## config.mk

```make
export PLATFORM = sky130hd
export DESIGN_NAME = sdram_cmd_seq
export DESIGN_NICKNAME = d
export VERILOG_FILES = /design/src/rtl/sdram_seq_pkg.sv /design/src/rtl/seq_op_decode.sv /design/src/rtl/seq_gap_timer.sv /design/src/rtl/seq_data_window.sv /design/src/rtl/sdram_cmd_seq.sv
export SDC_FILE = /design/constraint.sdc
export NUM_CORES = 1
export LEC_CHECK = 0
export CAP_MARGIN = 20
export CORE_MARGIN = 10
export CORE_UTILIZATION = 45
export DETAILED_ROUTE_END_ITERATION = 10
export PLACE_DENSITY = 0.79
export REMOVE_ABC_BUFFERS = 1
export SYNTH_ARGS = -nofsm -noshare
export SYNTH_HDL_FRONTEND = slang
export SYNTH_HIERARCHICAL = 1
export SYNTH_SLANG_ARGS = --single-unit
```

## constraint.sdc

```tcl
create_clock -name clk -period 2.2 [get_ports clk]
set_clock_uncertainty 0.1 [all_clocks]
set_input_delay 0.55 -clock clk [delete_from_list [all_inputs] [get_ports clk]]
set_output_delay 0.55 -clock clk [all_outputs]
set_load 0.03 [all_outputs]
```

## src/rtl/sdram_seq_pkg.sv

```systemverilog
// Shared types for the command sequencer: pin-level command codes,
// request operation codes, decoded request flags and FSM states.
package sdram_seq_pkg;

    // {cs_n, ras_n, cas_n, we_n}
    typedef enum logic [3:0] {
        CMD_NOP = 4'b0111,
        CMD_ACT = 4'b0011,
        CMD_RD  = 4'b0101,
        CMD_WR  = 4'b0100,
        CMD_PRE = 4'b0010,
        CMD_REF = 4'b0001
    } sd_cmd_e;

    typedef enum logic [1:0] {
        OP_NONE  = 2'b00,
        OP_READ  = 2'b01,
        OP_WRITE = 2'b10,
        OP_FREAD = 2'b11
    } op_code_e;

    typedef struct packed {
        logic valid;     // request issues device commands
        logic is_write;  // column command is WRITE
        logic fast;      // column command carries auto-precharge
    } op_dec_t;

    typedef enum logic [2:0] {
        ST_IDLE,
        ST_RCD,
        ST_XFER,
        ST_RP,
        ST_REF_RP,
        ST_RFC
    } seq_state_e;

    function automatic int gap_max(int a, int b);
        return (a > b) ? a : b;
    endfunction

endpackage

```

## src/rtl/seq_op_decode.sv

```systemverilog
// Operation code decoder.
// Turns the 2-bit request code into access flags. Assumes the code is
// stable in the cycle the sequencer samples it. Purely combinational.
module seq_op_decode
    import sdram_seq_pkg::*;
(
    input  logic [1:0] code,
    output op_dec_t    dec
);

    // map each code onto valid / write / fast flags
    always_comb begin
        dec = '0;
        unique case (op_code_e'(code))
            OP_NONE:  dec = '0;
            OP_READ:  dec = '{valid: 1'b1, is_write: 1'b0, fast: 1'b0};
            OP_WRITE: dec = '{valid: 1'b1, is_write: 1'b1, fast: 1'b0};
            OP_FREAD: dec = '{valid: 1'b1, is_write: 1'b0, fast: 1'b1};
            default:  dec = '0;
        endcase
    end

endmodule

```

## src/rtl/seq_gap_timer.sv

```systemverilog
// Down-counting gap timer.
// A load of value V makes 'expired' true after V further clock edges, so
// an FSM that loads gap-1 when issuing a command and acts on 'expired'
// issues its next command exactly 'gap' cycles later. Assumes loads only
// occur on the edge that issues a command.
module seq_gap_timer #(
    parameter int CNT_W = 4
) (
    input  logic             clk,
    input  logic             rst_n,
    input  logic             load,
    input  logic [CNT_W-1:0] load_val,
    output logic             expired
);

    logic [CNT_W-1:0] cnt;

    // load on request, otherwise count down to zero and hold
    always_ff @(posedge clk) begin
        if (!rst_n)
            cnt <= '0;
        else if (load)
            cnt <= load_val;
        else if (cnt != '0)
            cnt <= cnt - 1'b1;
    end

    assign expired = (cnt == '0);

endmodule

```

## src/rtl/seq_data_window.sv

```systemverilog
// Read/write data window generator.
// Started on the edge that issues a column command, it raises the read or
// write enable for BURST_CYC cycles beginning 'lat' cycles after that
// edge. Assumes a new start never arrives before the previous window ends.
module seq_data_window #(
    parameter int PH_W      = 4,
    parameter int BURST_CYC = 4
) (
    input  logic            clk,
    input  logic            rst_n,
    input  logic            start,
    input  logic            is_write,
    input  logic [PH_W-1:0] lat,
    output logic            rd_en,
    output logic            wr_en
);

    localparam logic [PH_W-1:0] BURST_L = PH_W'(BURST_CYC);

    logic            busy;
    logic            en;
    logic            wr_q;
    logic [PH_W-1:0] ph;
    logic [PH_W-1:0] lat_q;
    logic [PH_W-1:0] ph_nxt;

    assign ph_nxt = ph + 1'b1;

    // track cycles since the column command and open the window in range
    always_ff @(posedge clk) begin
        if (!rst_n) begin
            busy  <= 1'b0;
            en    <= 1'b0;
            wr_q  <= 1'b0;
            ph    <= '0;
            lat_q <= '0;
        end else if (start) begin
            busy  <= 1'b1;
            ph    <= '0;
            wr_q  <= is_write;
            lat_q <= lat;
            en    <= (lat == '0);
        end else if (busy) begin
            if (ph_nxt >= lat_q + BURST_L) begin
                busy <= 1'b0;
                en   <= 1'b0;
            end else begin
                ph <= ph_nxt;
                en <= (ph_nxt >= lat_q);
            end
        end
    end

    assign rd_en = en & ~wr_q;
    assign wr_en = en & wr_q;

endmodule

```

## src/rtl/sdram_cmd_seq.sv

```systemverilog
// SDRAM read/write/refresh command sequencer (top).
// After init_done it samples ref_req and req_strobe_n on every edge while
// idle. Refresh wins over a host request. A host request becomes
// ACTIVATE, READ/WRITE (auto-precharge for fast reads), optional PRECHARGE
// and a row-precharge wait. Refresh becomes PRECHARGE-all then AUTO
// REFRESH. All command outputs are registered. Assumes every timing
// parameter is at least 1 and COL_W <= AP_BIT < ROW_W.
module sdram_cmd_seq
    import sdram_seq_pkg::*;
#(
    parameter int ROW_W     = 13,
    parameter int COL_W     = 10,
    parameter int BANK_W    = 3,
    parameter int AP_BIT    = 10,
    parameter int T_RCD     = 3,
    parameter int T_RP      = 3,
    parameter int T_RFC     = 8,
    parameter int CAS_LAT   = 5,
    parameter int WR_LAT    = 4,
    parameter int BURST_CYC = 4
) (
    input  logic              clk,
    input  logic              rst_n,
    input  logic              init_done,
    input  logic              ref_req,
    input  logic              req_strobe_n,
    input  logic [1:0]        op_code,
    input  logic [ROW_W-1:0]  req_row,
    input  logic [COL_W-1:0]  req_col,
    input  logic [BANK_W-1:0] req_bank,
    output logic              sd_cs_n,
    output logic              sd_ras_n,
    output logic              sd_cas_n,
    output logic              sd_we_n,
    output logic [BANK_W-1:0] sd_bank,
    output logic [ROW_W-1:0]  sd_addr,
    output logic              rd_en,
    output logic              wr_en,
    output logic              req_pop,
    output logic              seq_done,
    output logic              ref_ack
);

    localparam int MAX_LAT = gap_max(CAS_LAT, WR_LAT);
    localparam int LONGEST = gap_max(gap_max(T_RCD, T_RP),
                                     gap_max(T_RFC, MAX_LAT + BURST_CYC));
    localparam int CNT_W   = $clog2(LONGEST + 1);
    localparam int PH_W    = $clog2(MAX_LAT + BURST_CYC + 2);

    localparam logic [CNT_W-1:0] RCD_M1   = CNT_W'(T_RCD - 1);
    localparam logic [CNT_W-1:0] RP_M1    = CNT_W'(T_RP - 1);
    localparam logic [CNT_W-1:0] RFC_M1   = CNT_W'(T_RFC - 1);
    localparam logic [CNT_W-1:0] RXFER_M1 = CNT_W'(CAS_LAT + BURST_CYC - 1);
    localparam logic [CNT_W-1:0] WXFER_M1 = CNT_W'(WR_LAT + BURST_CYC - 1);
    localparam logic [PH_W-1:0]  RLAT     = PH_W'(CAS_LAT);
    localparam logic [PH_W-1:0]  WLAT     = PH_W'(WR_LAT);

    // registered state and outputs
    seq_state_e        st;
    sd_cmd_e           cmd_q;
    logic [BANK_W-1:0] ba_q;
    logic [ROW_W-1:0]  addr_q;
    logic              pop_q, done_q, ack_q;

    // captured request
    logic [BANK_W-1:0] bank_lat;
    logic [COL_W-1:0]  col_lat;
    logic              wr_lat;
    logic              fast_lat;

    // next-state values
    seq_state_e        st_n;
    sd_cmd_e           cmd_n;
    logic [BANK_W-1:0] ba_n;
    logic [ROW_W-1:0]  addr_n;
    logic              pop_n, done_n, ack_n;
    logic              tmr_load;
    logic [CNT_W-1:0]  tmr_val;
    logic              win_go;
    logic              capture;

    op_dec_t           dec;
    logic              tmr_zero;

    seq_op_decode u_decode (
        .code (op_code),
        .dec  (dec)
    );

    seq_gap_timer #(.CNT_W(CNT_W)) u_timer (
        .clk      (clk),
        .rst_n    (rst_n),
        .load     (tmr_load),
        .load_val (tmr_val),
        .expired  (tmr_zero)
    );

    seq_data_window #(.PH_W(PH_W), .BURST_CYC(BURST_CYC)) u_window (
        .clk      (clk),
        .rst_n    (rst_n),
        .start    (win_go),
        .is_write (wr_lat),
        .lat      (wr_lat ? WLAT : RLAT),
        .rd_en    (rd_en),
        .wr_en    (wr_en)
    );

    // choose the next command, gap and state from the current phase
    always_comb begin
        st_n     = st;
        cmd_n    = CMD_NOP;
        ba_n     = '0;
        addr_n   = '0;
        pop_n    = 1'b0;
        done_n   = 1'b0;
        ack_n    = 1'b0;
        tmr_load = 1'b0;
        tmr_val  = '0;
        win_go   = 1'b0;
        capture  = 1'b0;
        unique case (st)
            ST_IDLE: begin
                if (init_done) begin
                    if (ref_req) begin
                        cmd_n          = CMD_PRE;
                        addr_n[AP_BIT] = 1'b1;
                        ack_n          = 1'b1;
                        tmr_load       = 1'b1;
                        tmr_val        = RP_M1;
                        st_n           = ST_REF_RP;
                    end else if (!req_strobe_n) begin
                        pop_n = 1'b1;
                        if (!dec.valid) begin
                            done_n = 1'b1;
                        end else begin
                            cmd_n    = CMD_ACT;
                            ba_n     = req_bank;
                            addr_n   = req_row;
                            capture  = 1'b1;
                            tmr_load = 1'b1;
                            tmr_val  = RCD_M1;
                            st_n     = ST_RCD;
                        end
                    end
                end
            end
            ST_RCD: begin
                if (tmr_zero) begin
                    cmd_n               = wr_lat ? CMD_WR : CMD_RD;
                    ba_n                = bank_lat;
                    addr_n[COL_W-1:0]   = col_lat;
                    addr_n[AP_BIT]      = fast_lat;
                    win_go              = 1'b1;
                    tmr_load            = 1'b1;
                    tmr_val             = wr_lat ? WXFER_M1 : RXFER_M1;
                    st_n                = ST_XFER;
                end
            end
            ST_XFER: begin
                if (tmr_zero) begin
                    if (!fast_lat) begin
                        cmd_n = CMD_PRE;
                        ba_n  = bank_lat;
                    end
                    tmr_load = 1'b1;
                    tmr_val  = RP_M1;
                    st_n     = ST_RP;
                end
            end
            ST_RP: begin
                if (tmr_zero) begin
                    done_n = 1'b1;
                    st_n   = ST_IDLE;
                end
            end
            ST_REF_RP: begin
                if (tmr_zero) begin
                    cmd_n    = CMD_REF;
                    tmr_load = 1'b1;
                    tmr_val  = RFC_M1;
                    st_n     = ST_RFC;
                end
            end
            ST_RFC: begin
                if (tmr_zero) begin
                    done_n = 1'b1;
                    st_n   = ST_IDLE;
                end
            end
            default: st_n = ST_IDLE;
        endcase
    end

    // register state, command pins and pulses
    always_ff @(posedge clk) begin
        if (!rst_n) begin
            st     <= ST_IDLE;
            cmd_q  <= CMD_NOP;
            ba_q   <= '0;
            addr_q <= '0;
            pop_q  <= 1'b0;
            done_q <= 1'b0;
            ack_q  <= 1'b0;
        end else begin
            st     <= st_n;
            cmd_q  <= cmd_n;
            ba_q   <= ba_n;
            addr_q <= addr_n;
            pop_q  <= pop_n;
            done_q <= done_n;
            ack_q  <= ack_n;
        end
    end

    // hold the accepted request for the rest of its sequence
    always_ff @(posedge clk) begin
        if (!rst_n) begin
            bank_lat <= '0;
            col_lat  <= '0;
            wr_lat   <= 1'b0;
            fast_lat <= 1'b0;
        end else if (capture) begin
            bank_lat <= req_bank;
            col_lat  <= req_col;
            wr_lat   <= dec.is_write;
            fast_lat <= dec.fast;
        end
    end

    assign {sd_cs_n, sd_ras_n, sd_cas_n, sd_we_n} = cmd_q;
    assign sd_bank  = ba_q;
    assign sd_addr  = addr_q;
    assign req_pop  = pop_q;
    assign seq_done = done_q;
    assign ref_ack  = ack_q;

endmodule

```

==> Word level (Yosys, flattened, before mapping) <==
Cells that the tools add are included.
{ "classes": {"n_bitwise": 8, "addsub": 3, "eq_ne": 15, "mux": 69, "reduce_logical": 15, "n_lt_le_gt_ge": 2} }
{ "ops": {"columns": ["cell", "count"], "rows": [
  ["3-bit two-way mux", 23],
  ["13-bit two-way mux", 2],
  ["3-bit one-hot mux with 4 select lines", 2],
  ["1-bit two-way mux", 23],
  ["11-bit two-way mux", 2],
  ["11-bit one-hot mux with 2 select lines", 1],
  ["4-bit two-way mux", 4],
  ["4-bit one-hot mux with 4 select lines", 1],
  ["3-bit one-hot mux with 5 select lines", 1],
  ["2-bit two-way mux", 6],
  ["10-bit two-way mux", 1],
  ["3-bit one-hot mux with 3 select lines", 1],
  ["4-bit >= comparator", 2],
  ["4-bit logical NOT", 2],
  ["2-bit != test, second input constant", 4],
  ["7-bit AND reduction", 1],
  ["3-bit by 2-bit == test with 1-bit output, second input constant", 2],
  ["3-bit == test, second input constant", 2],
  ["3-bit != test, second input constant", 2],
  ["1-bit NOT", 6],
  ["6-bit OR reduction", 1],
  ["4-bit by 1-bit adder with 4-bit output, second input constant", 1],
  ["4-bit by 3-bit adder with 4-bit output, second input constant", 1],
  ["2-bit == test, second input constant", 2],
  ["other kinds (15)", 19]
]} }
{ "totals": {"input_bits": 33, "regBits": 56, "elab_cells": 130, "out_inout_bits": 25} }

==> Depth between registers and ports, before layout <==
{ "logic_depth": {"ltp_word": 8, "mapped_depth": 11, "depth_no_buf": 10} }

==> Cells and area by module <==
The synthesis kept the hierarchy.
{ "modules_own_cells": {"columns": ["module", "n_inst", "seq_area_each_um2", "area_each_um2", "cells_each"], "rows": [
  ["sdram_cmd_seq", 1, 800.8, 1659.1, 163],
  ["seq_data_window", 1, 220.2, 666.9, 76],
  ["seq_gap_timer", 1, 80.1, 230.2, 23],
  ["seq_op_decode", 1, 0.0, 22.5, 3]
]} }

==> Worst setup path after synthesis <==
OpenSTA, ideal clock, no wires.
{ "synth_path": {"path_kind": "register to register", "startpoint": "register u_window.ph[0]", "endpoint": "register u_window.ph[0]", "n_path_buf": 0, "setup_time_ns": 0.070, "slack_ns": -0.119, "period_less_slack_ns": 2.319, "t_arrival_ns": 2.149, "required_ns": 2.030, "stages_incl_launch_ff": 9, "cell_sequence": "dfxtp_1 > ha_1 > xor2_1 > ha_1 > nor2b_1 > a221o_1 > maj3_2 > or3_1 > a21oi_1"} }
{ "synth_via": {"elab_chain_cells": 4} }
{ "synth_rtl": {"columns": ["item", "line", "text"], "rows": [
  ["start, declared", "seq_data_window.sv:23", "logic [PH_W-1:0] ph;"],
  ["start signal, assigned", "seq_data_window.sv:48", "ph <= ph_nxt;"],
  ["4-bit by 1-bit adder with 4-bit output", "seq_data_window.sv:27", "assign ph_nxt = ph + 1'b1;"],
  ["via u_window.ph_nxt[2]", "seq_data_window.sv:25", "logic [PH_W-1:0] ph_nxt;"],
  ["4-bit >= comparator", "seq_data_window.sv:44", "if (ph_nxt >= lat_q + BURST_L) begin"],
  ["1-bit NOT (no line)", null, null],
  ["2-bit AND reduction (no line)", null, null]
]} }
The timed path passes the listed nets, and every way through them passes these cells.
A chain may end at the register's enable or synchronous reset.

==> Worst setup path in the final report <==
{ "layout_path": {"startpoint": "register u_window.ph[1]", "endpoint": "register u_window.ph[0]"} }
Same word-level chain as after synthesis.

==> metrics <==
status finished, violations left; failing checks setup timing; Initial Util 46.5%; initial antenna violation count 0; Tightest Hold Check Type register to register; maximum capacitance violations 0; die width 95.7 um; via count between 2000 and 2500; syn avg cell area 9.73 um2; Final WS setup -0.0556 ns; final worst path period share 103%; total grt overflow 0; num rows 27; Ys Warns 6; gpl congestion 0.845; PortBufs 56; startpoint types register; WL per Instance between 10 and 15 um; Final #Nets between 300 and 400; I/O pin cnt slightly below 60; remaining antenna violation count after routing 0; Hold-fix buffers, CTS 0; synthesized cell area 0.00258 mm2; register area share after synthesis 42.7%; Max Slew Vio Count 0; Crit Path Category register to register; Syn Inst Count roughly 270; final hold violation count 0; hpwl dp 4530 um; Vias/cell 4.98; TritonCTS clock tree yes; DRC 0; number of synthesized flops with an enable pin 0; #FFs+latches synth 55; die area 0.00916 mm2; pwr dens between 800 and 900 mW/mm2; area of the core 0.00554 mm2; vias in the first global route 2025; Antenna diodes 0; Clk Tree Root Cell clkbuf_8; Peak VDD IR 0.467 mV; DRT iter0 DRCs slightly below 70; clk slew on worst S/H paths 0.10 ns; setup TNS -0.102 ns; RSZ-0062 raised after global routing yes; largest net degree at the start of global routing 29; fmax roughly 440 MHz; CP required between 2 and 2.5 ns; fin crit period 2.26 ns; Place WS -0.152 ns; Max Root-Sink Buffers 2; Yosys cell types 55; Max FO, Critical Path 2; clock buffer count from CTS 5; Post-Route WL 5920 um; Worst Tran Pin Value ~0.53 ns; clk_lat worst skew 0.30 ns; 1st-pass router iterations 4; first-pass GRT wire length about 9300 um; final setup vio count 3; Critical Path End Type register; depth of the CTS H-tree 2; Die Ht 95.7 um; static leakage 1.48 nW; GRT Total Usage 12.5%; critical path arrival between 2 and 2.5 ns; top_reg_cell synth dfxtp_1; share of cells above drive strength 1 17.1%; Layout area overhead 38.0%; CTS sink cnt 55; fraction of registers with async set/reset 0%; Slew Limit Headroom 64.9%; worst hold slack 0.371 ns
what timing repair did:
action	4_1_cts	5_1_grt
buffers inserted	1	1
endpoints found under the setup margin	6	9
pin swaps	6	2
gates resized for setup	7	11
report_power, final:
part           switching [mW]  internal, mW
Combinational           0.633         0.607
Clock                   0.345         0.229
Sequential              0.109          1.12
placed cells by master (no fill, tap or decap), drive strengths merged, types with 3 or more instances in the layout:
cell type,count
clkdlybuf4s50,55
dfxtp,55
nor2b,25
mux2i,24
buf,24
nand2,14
inv,14
nor2,14
a22o,13
o21ai,13
nand3,9
a21oi,8
conb,7
ha,7
clkbuf,5
and2,5
nor3b,5
xnor2,4
xor2,4
nand4,3
nand2b,3
critical path: stages (launching register included):
cell     delay, ns
dfxtp_2       0.35
ha_4          0.23
ha_1          0.31
nor2b_1       0.16
a221o_1       0.32
maj3_2        0.31
or3_1         0.30
a21oi_1       0.12
synth_stat cells (all sizes together), types with 3 or more instances:
| master | count | area share [%] |
|---|---|---|
| mux2i | 24 | 9.3 |
| nand2b | 3 | 0.73 |
| xor2 | 4 | 1.4 |
| nand3 | 9 | 2.1 |
| buf | 6 | 2.1 |
| xnor2 | 4 | 1.4 |
| o21ai | 13 | 2.7 |
| dfxtp | 55 | 43 |
| clkbuf | 6 | 0.87 |
| ha | 7 | 3.4 |
| and2 | 5 | 1.3 |
| nor3b | 5 | 2.8 |
| a21oi | 8 | 1.6 |
| nor2 | 14 | 2.2 |
| a22o | 13 | 4.4 |
| nand4 | 3 | 0.73 |
| nor2b | 25 | 6.1 |
| inv | 14 | 2.0 |
| nand2 | 14 | 2.0 |
worst paths after layout:
check,startpoint,end,slack (ns),depth (start not counted)
setup / recovery,u_window/ph[1]$_SDFFE_PP0P_,u_window/ph[0]$_SDFFE_PP0P_,-0.06,7
hold reg to reg,bank_lat[2]$_SDFFE_PN0P_,sd_bank[2]$_SDFF_PN0_,0.37,1
hold / removal,bank_lat[2]$_SDFFE_PN0P_,sd_bank[2]$_SDFF_PN0_,0.37,1
setup reg to reg,u_window/ph[1]$_SDFFE_PP0P_,u_window/ph[0]$_SDFFE_PP0P_,-0.06,7
stage by stage:
stage	total power [mW]	utilization [%]	instance area (um2)	cells
floorplan	2.01	-	2520	258
global placement	2.42	60.9	3370	408
detailed placement	2.45	60.9	3370	408
CTS	3.03	63.2	3500	417
global route	3.23	64.2	3560	418
finish	3.04	64.2	3560	418
kinds of logic after synthesis:
family / count (synthesis) / synth area share (%)
buffers and inverters: 26 / 5.00
multiplexers: 25 / 9.75
XOR/XNOR: 8 / 2.72
adder cells (fa/ha/maj): 9 / 4.27
flip-flops: 55 / 42.7
AND/OR/NAND/NOR: 89 / 21.1
other: 2 / 0.291
AO/OA/AOI/OAI: 51 / 14.2
metal layers:
layer | track usage [%] | wire [um] | up-vias
met5 | 0 | 0 | -
met3 | 2.41 | 328 | 4
met1 | 14.9 | 2630 | 948
li1 | - | - | 1081
met4 | 4.91 | 51 | 0
met2 | 21.6 | 2910 | 48
flip-flops by register name, summed over array words and instances, names as in the netlist:
signal          count
sd_addr            13
col_lat            10
u_timer/cnt         4
u_window/lat_q      4
u_window/ph         4
bank_lat            3
cmd_q               3
sd_bank             3
st                  3
fast_lat            1
ref_ack             1
req_pop             1
seq_done            1
u_window/busy       1
u_window/en         1
u_window/wr_q       1
wr_lat              1
cell type report:
cell class | instances | area (um2)
clock buffer | 5 | 68.8
clock inverter | 3 | 25.0
fill | 462 | 1980
inverter | 14 | 52.6
multi-input combinational | 189 | 1430
sequential | 55 | 1100
tap | 72 | 90.1
timing repair buffer | 80 | 785
No activity file was read; power rests on OpenSTA's default activity.
